$ cat config.mk
export PLATFORM = sky130hd
export DESIGN_NAME = chg_safety_timer
export DESIGN_NICKNAME = d
export VERILOG_FILES = /design/src/rtl/chg_safety_timer.sv
export SDC_FILE = /design/constraint.sdc
export NUM_CORES = 1
export LEC_CHECK = 0
export ABC_AREA = 1
export BUFFER_PORTS_ARGS = -buffer_cell sky130_fd_sc_hd__buf_2
export CELL_PAD_IN_SITES_DETAIL_PLACEMENT = 0
export CELL_PAD_IN_SITES_GLOBAL_PLACEMENT = 1
export CORE_ASPECT_RATIO = 1.1
export CORE_MARGIN = 2
export CORE_UTILIZATION = 49
export CTS_CLUSTER_SIZE = 14
export DETAILED_ROUTE_END_ITERATION = 16
export PLACE_DENSITY = 0.89
export RECOVER_POWER = 100
export SLEW_MARGIN = 5
export SYNTH_ARGS = -nofsm -noshare
export SYNTH_HDL_FRONTEND = slang
export SYNTH_SLANG_ARGS = --single-unit
$ cat constraint.sdc
create_clock -name clk -period 7.55 [get_ports clk]
set_input_delay 1.51 -clock clk [delete_from_list [all_inputs] [get_ports clk]]
set_output_delay 1.51 -clock clk [all_outputs]
set_load 0.01 [all_outputs]
$ cat src/rtl/chg_safety_timer.sv
module chg_safety_timer #(
  parameter int CNT_W    = 16,
  parameter int LIM0     = 10800,
  parameter int LIM1     = 18000,
  parameter int LIM2     = 32400,
  parameter int LIM3     = 54000,
  parameter int CLK_HZ   = 250_000_000,
  parameter int PULSE_US = 128
) (
  input  logic       clk,
  input  logic       rst_n,
  input  logic       tick,
  input  logic [2:0] phase,
  input  logic       chg_en,
  input  logic       supp_active,
  input  logic       loop_active,
  input  logic [1:0] dur_code,
  input  logic       dbl_en,
  input  logic       flag_clr,
  output logic       chg_dis,
  output logic       fault_flag,
  output logic       irq
);
  localparam int PULSE_CYC = (CLK_HZ / 1_000_000) * PULSE_US;
  localparam int PW = $clog2(PULSE_CYC + 1);
  localparam logic [2:0] PH_IDLE = 3'd0, PH_PRE = 3'd1, PH_CC = 3'd2, PH_CV = 3'd3;

  logic [CNT_W-1:0] cnt, lim_fc, lim_now;
  logic [2:0]       phase_q;
  logic [1:0]       dur_q;
  logic             half_ph;
  logic [PW-1:0]    pcnt;

  wire is_pre   = (phase == PH_PRE);
  wire is_fast  = (phase == PH_CC) || (phase == PH_CV);
  wire was_pre  = (phase_q == PH_PRE);
  wire was_fast = (phase_q == PH_CC) || (phase_q == PH_CV);
  wire timing   = is_pre || is_fast;

  always_comb begin
    case (dur_code)
      2'd0:    lim_fc = CNT_W'(LIM0);
      2'd1:    lim_fc = CNT_W'(LIM1);
      2'd2:    lim_fc = CNT_W'(LIM2);
      default: lim_fc = CNT_W'(LIM3);
    endcase
  end
  assign lim_now = is_pre ? (lim_fc >> 2) : lim_fc;

  wire restart   = (is_pre && !was_pre) || (is_fast && !was_fast) ||
                   (timing && (dur_code != dur_q));
  wire halfmode  = is_fast && dbl_en && loop_active;
  wire cand      = tick && timing && chg_en && !chg_dis && !supp_active && !restart;
  wire step      = cand && (!halfmode || half_ph);
  wire fault_now = step && ({1'b0, cnt} + 1'b1 >= {1'b0, lim_now});

  always_ff @(posedge clk or negedge rst_n) begin
    if (!rst_n) begin
      cnt <= '0; phase_q <= PH_IDLE; dur_q <= 2'd0; half_ph <= 1'b0;
      chg_dis <= 1'b0; fault_flag <= 1'b0; pcnt <= '0;
    end else begin
      phase_q <= phase;
      dur_q   <= dur_code;
      if (restart) begin
        cnt <= '0; half_ph <= 1'b0;
      end else begin
        if (step && !fault_now) cnt <= cnt + 1'b1;
        if (cand && halfmode) half_ph <= ~half_ph;
      end
      if (fault_now) begin
        chg_dis <= 1'b1; fault_flag <= 1'b1;
      end else if (flag_clr || phase == PH_IDLE) begin
        chg_dis <= 1'b0; fault_flag <= 1'b0;
      end
      if (fault_now) pcnt <= PW'(PULSE_CYC);
      else if (pcnt != '0) pcnt <= pcnt - 1'b1;
    end
  end
  assign irq = (pcnt != '0);

  assert_irq_with_flag_R4: assert property (@(posedge clk) disable iff (!rst_n)
    $rose(irq) |-> (fault_flag && chg_dis));
  assert_fault_pulse_R4: assert property (@(posedge clk) disable iff (!rst_n)
    fault_now |=> (irq && chg_dis && fault_flag));
  assert_hold_R9: assert property (@(posedge clk) disable iff (!rst_n)
    (chg_dis && !flag_clr && phase != PH_IDLE) |=> chg_dis);
  assert_freeze_R8: assert property (@(posedge clk) disable iff (!rst_n)
    (supp_active && !restart) |=> $stable(cnt));
  assert_no_count_R10: assert property (@(posedge clk) disable iff (!rst_n)
    (!timing || !chg_en) |=> $stable(cnt));
  assert_restart_R7: assert property (@(posedge clk) disable iff (!rst_n)
    restart |=> (cnt == '0));
endmodule

==> impl_metrics.tcl <==
set metrics [dict create \
    ctsResizeCount 0 \
    share_of_power_burned_in_combinational_logic_pct 18.3 \
    cts_buffer_depth 2 \
    route.antenna.remaining_nets 0 \
    report.final.setup_viol 0 \
    first_global_vias 2363 \
    synth_area_mm2 0.00289 \
    vias_per_cell 5.14 \
    totalNegativeSetupSlack_ns 0 \
    vias 2429 \
    timing.critical_path.slowest_stage_cell "sky130_fd_sc_hd__nand3_1" \
    synthDominantCellAreaShare_pct 32.9 \
    filler_cell_count 596 \
    numPortBuffers 15 \
    timing_worst_slew_pin_value_ns 2.14 \
    number_of_antenna_cells_inserted 0 \
    cts.htree.levels 2 \
    start_util_pct 50.4 \
    synth.top_cells.by_area "sky130_fd_sc_hd__dfrtp_1 (33%), sky130_fd_sc_hd__nand2_1 (12%), sky130_fd_sc_hd__ha_1 (9.1%)" \
    leakage_dissipation_uw 0.00157 \
    design_area_mm2 0.00309 \
    cts.hold.buffers_added 0 \
    dpl.hpwl_um 4580 \
    clock_latency_ns 0.30 \
    worst_setup_path_start_kind "primary input" \
    max_clock_freq_mhz 223 \
    layout_cells_sized_above_1_pct 11.4 \
    floorplan.die.width_um 77.2 \
    dominantRegCellSynth "sky130_fd_sc_hd__dfrtp_1" \
    global_route.usage.total_pct 21.0 \
    avgRoutedWirePerCell_um 13.1 \
    timing.critical_path.slowest_cell_delay_ns 0.80 \
    irDropWorstVdd_mv 0.124 \
    cts_made_buffers 5 \
    cp_cell_sequence "clkbuf_1 > inv_1 > ha_1 > nor2_1 > nand2_1 > o21ai_0 > ha_1 > nand2_1 > inv_1 > o21ai_0 > nand2_1 > nand2_1 > nand2_1 > nand2_1 > nand3_1 > nand3_1 > nand2_1" \
    numnets_final 429 \
    power.sequential.fraction_pct 47.1 \
    ctsRootBufferMaster "sky130_fd_sc_hd__clkbuf_8" \
    crit_end "cnt[5]" \
    crit-reg2reg-launch "cnt[0]" \
    total_internal_power_uw 359 \
    fp-row-count 29 \
    clock_slew_at_the_register_clock_pins_of_the_worst_setup_and_hold_paths_ns 0.08 \
    min_path_type "flip-flop to flip-flop" \
    power.share.clock_pct 34.6 \
    synth.distinct_cells 30 \
    critPathLaunch "dur_code[0]" \
    maximum_number_of_pins_on_one_net_before_global_route_repair 39 \
    vert_die_dim_um 84.5 \
    post_dp_cell_area_mm2 0.00301 \
    firstDrtPassIters 4 \
    routed_wl_um 6200 \
    core_area_mm2 0.00573 \
    endpoint_kind "flip-flop" \
    power_per_cell_area_mw_per_mm2 165 \
    timing.clock.skew_ns 0.0138 \
    final-hold-violation-count 0 \
    gp_routability_congestion 0.831 \
    synth_seq_cells 38 \
    timing.rr.end "cnt[5]" \
    crit_buf_inv 3 \
    first_pass_grt_wire_length_um 11100 \
    netlist.top_cell.by_area "sky130_fd_sc_hd__dfrtp_1" \
    layout_min_cycle_time_ns 4.47 \
    area_delta_synth_final_pct 7.15 \
    yosysWarningCount 0 \
    cts_setup_buffers 0 \
    post_synth.cell_area_avg_um2 7.62 \
    tritoncts "done" \
    criticalPathCategory "primary input to flip-flop" \
    first_iter_violations 140 \
    worstRegToRegCells 16 \
    fin_cells 473 \
    synth_async_sr_flop_share_pct 100 \
    cts_sinks 38 \
    status "finished, violations left" \
    crit_top_cell "sky130_fd_sc_hd__nand2_1" \
    detail_route.drc_violations 0 \
    setup.reg_to_reg.worst_slack_ns 3.58 \
    worst_ep_required_time_ns 7.72 \
    drv_cap 1 \
    globalRouteOverflowTotal 0 \
    synth_sequential_area_ratio_pct 32.9 \
    mappedNetlistNets 413 \
    cp_data_arrival_time_ns 4.64 \
    cell_count_along_the_critical_path 17 \
    timing.max_slew.rel_slack_pct -43.0 \
    hp-start "pcnt[11]" \
    ioPinCount 16 \
    critPathTopFamily "simple AND/OR/NAND/NOR gates" \
    place_inst 465 \
    net-switching-power_uw 153 \
    violated_checks "max-capacitance violations, max-slew violations" \
    rsz0062_at_grt "no" \
    peak_fanout_along_the_critical_path 18 \
    part_of_the_cycle_the_worst_path_needs_pct 59.3 \
    power.switching_fraction_pct 29.9 \
    grt_antenna_before_repair 0 \
    postSynthCellCount 379 \
    timing.final.max_slew_violations 39 \
    synth_enable_flop_cells 0 \
    fp.dieArea_mm2 0.00652 \
]
[power by group through the flow]
stage	logic (uW)	registers, uW	clock network, uW
2_1_floorplan	74.0	241	0
3_3_place_gp	93.5	245	0
3_5_place_dp	94.9	245	0
4_1_cts	96.0	241	181
5_1_grt	112	244	191
6_report	93.8	241	177
[layer usage]
metal	vias up	GRT usage (%)	share of wire, %
met5	-	0	0
met2	31	37.3	51
met3	2	3.55	2.9
met4	0	4.87	0.47
li1	1272	-	-
met1	1124	26.7	45
[synthesized netlist by cell type (2+ instances only)]
library cell and count:
sky130_fd_sc_hd__nand3b_1 4, sky130_fd_sc_hd__xor2_1 14, sky130_fd_sc_hd__nor2_2 2, sky130_fd_sc_hd__nand2_2 2, sky130_fd_sc_hd__inv_4 2, sky130_fd_sc_hd__nand3_1 20, sky130_fd_sc_hd__nor2_4 3, sky130_fd_sc_hd__nand3_2 13
sky130_fd_sc_hd__xnor2_1 4, sky130_fd_sc_hd__nand2_1 90, sky130_fd_sc_hd__inv_2 8, sky130_fd_sc_hd__nand3_4 3, sky130_fd_sc_hd__buf_4 3, sky130_fd_sc_hd__buf_2 2, sky130_fd_sc_hd__nand4_1 25, sky130_fd_sc_hd__dfrtp_1 38
sky130_fd_sc_hd__nor3_1 8, sky130_fd_sc_hd__a21oi_1 8, sky130_fd_sc_hd__o21ai_0 14, sky130_fd_sc_hd__nor2_1 40, sky130_fd_sc_hd__ha_1 21, sky130_fd_sc_hd__inv_1 47
[logic make-up after synthesis]
group	Yosys count	share of synthesized area, %
AND/OR/NAND/NOR	214	38.8
flip-flops	38	32.9
AO/OA/AOI/OAI	25	4.51
XOR/XNOR	18	5.46
adder cells (fa/ha/maj)	21	9.10
buffers and inverters	63	9.23
[state kept, by name, summed over array words and instances (netlist names)]
name / cells
cnt: 16
fault_flag: 1
phase_q: 3
pcnt: 15
dur_q: 2
half_ph: 1
[area by class of cell]
cell class | instances | area, um2 | area share, %
Multi-Input combinational cell | 278 | 1660 | 53.5
Sequential cell | 38 | 951 | 30.7
Inverter | 57 | 218 | 7.04
Tap cell | 77 | 96.3 | 3.11
Clock buffer | 6 | 72.6 | 2.35
Timing Repair Buffer | 15 | 63.8 | 2.06
Clock inverter | 2 | 37.5 | 1.21
[how the worst min path moves through the flow]
stage	endpoint	depth (start not counted)
4_1_cts	pcnt[10]	2
5_1_grt	pcnt[10]	2
6_report	pcnt[11]	2
3_3_place_gp	pcnt[11]	2
3_5_place_dp	pcnt[10]	2
2_1_floorplan	pcnt[11]	2
[worst reg2reg max path, cell delays in order (launching register included)]
cell                      delay [ns]
sky130_fd_sc_hd__dfrtp_1        0.49
sky130_fd_sc_hd__ha_1           0.25
sky130_fd_sc_hd__nand3_2        0.14
sky130_fd_sc_hd__nor3_4         0.25
sky130_fd_sc_hd__nand2_1        0.11
sky130_fd_sc_hd__xnor2_1        0.26
sky130_fd_sc_hd__ha_1           0.30
sky130_fd_sc_hd__nand2_1        0.07
sky130_fd_sc_hd__inv_1          0.03
sky130_fd_sc_hd__o21ai_0        0.14
sky130_fd_sc_hd__nand2_1        0.07
sky130_fd_sc_hd__nand2_1        0.05
sky130_fd_sc_hd__nand2_1        0.04
sky130_fd_sc_hd__nand2_1        0.46
sky130_fd_sc_hd__nand3_1        0.80
sky130_fd_sc_hd__nand3_1        0.27
sky130_fd_sc_hd__nand2_1        0.09
[cells in the final DEF, fill, tap and decap left out]
| cell | instances |
|---|---|
| sky130_fd_sc_hd__nand2_1 | 91 |
| sky130_fd_sc_hd__inv_1 | 49 |
| sky130_fd_sc_hd__nor2_1 | 40 |
| sky130_fd_sc_hd__dfrtp_1 | 38 |
| sky130_fd_sc_hd__nand4_1 | 25 |
| sky130_fd_sc_hd__nand3_1 | 21 |
| sky130_fd_sc_hd__ha_1 | 21 |
| sky130_fd_sc_hd__xor2_1 | 14 |
| sky130_fd_sc_hd__o21ai_0 | 14 |
| sky130_fd_sc_hd__nand3_2 | 13 |
| sky130_fd_sc_hd__clkbuf_1 | 10 |
| sky130_fd_sc_hd__nor3_1 | 8 |
| sky130_fd_sc_hd__a21oi_1 | 8 |
| sky130_fd_sc_hd__inv_2 | 6 |
| sky130_fd_sc_hd__buf_2 | 6 |
| sky130_fd_sc_hd__clkbuf_8 | 5 |
| sky130_fd_sc_hd__xnor2_1 | 4 |
| sky130_fd_sc_hd__nand3b_1 | 4 |
| sky130_fd_sc_hd__nor2_4 | 3 |
| sky130_fd_sc_hd__nand3_4 | 2 |
| sky130_fd_sc_hd__nor2_2 | 2 |
| sky130_fd_sc_hd__inv_4 | 1 |
| sky130_fd_sc_hd__nor3_4 | 1 |
| sky130_fd_sc_hd__nor4_4 | 1 |
| sky130_fd_sc_hd__nand2_2 | 1 |
| sky130_fd_sc_hd__o21ai_1 | 1 |
| sky130_fd_sc_hd__nor2_8 | 1 |
| sky130_fd_sc_hd__or3_1 | 1 |
| sky130_fd_sc_hd__o21bai_1 | 1 |
| sky130_fd_sc_hd__clkinvlp_2 | 1 |
| sky130_fd_sc_hd__o31ai_1 | 1 |
| sky130_fd_sc_hd__bufinv_16 | 1 |
| sky130_fd_sc_hd__clkinvlp_4 | 1 |
[per-stage QoR]
step / hold WS [ns] / setup WS, ns / util, % / power (uW)
2_1_floorplan: 0.491 / 4.12 / - / 315
3_3_place_gp: 0.515 / 3.50 / 52.5 / 338
3_5_place_dp: 0.522 / 3.42 / 52.5 / 340
4_1_cts: 0.538 / 3.70 / 54.5 / 518
5_1_grt: 0.572 / 2.69 / 54.0 / 546
6_report: 0.534 / 3.08 / 54.0 / 512
No activity file was read; power rests on OpenSTA's default activity.
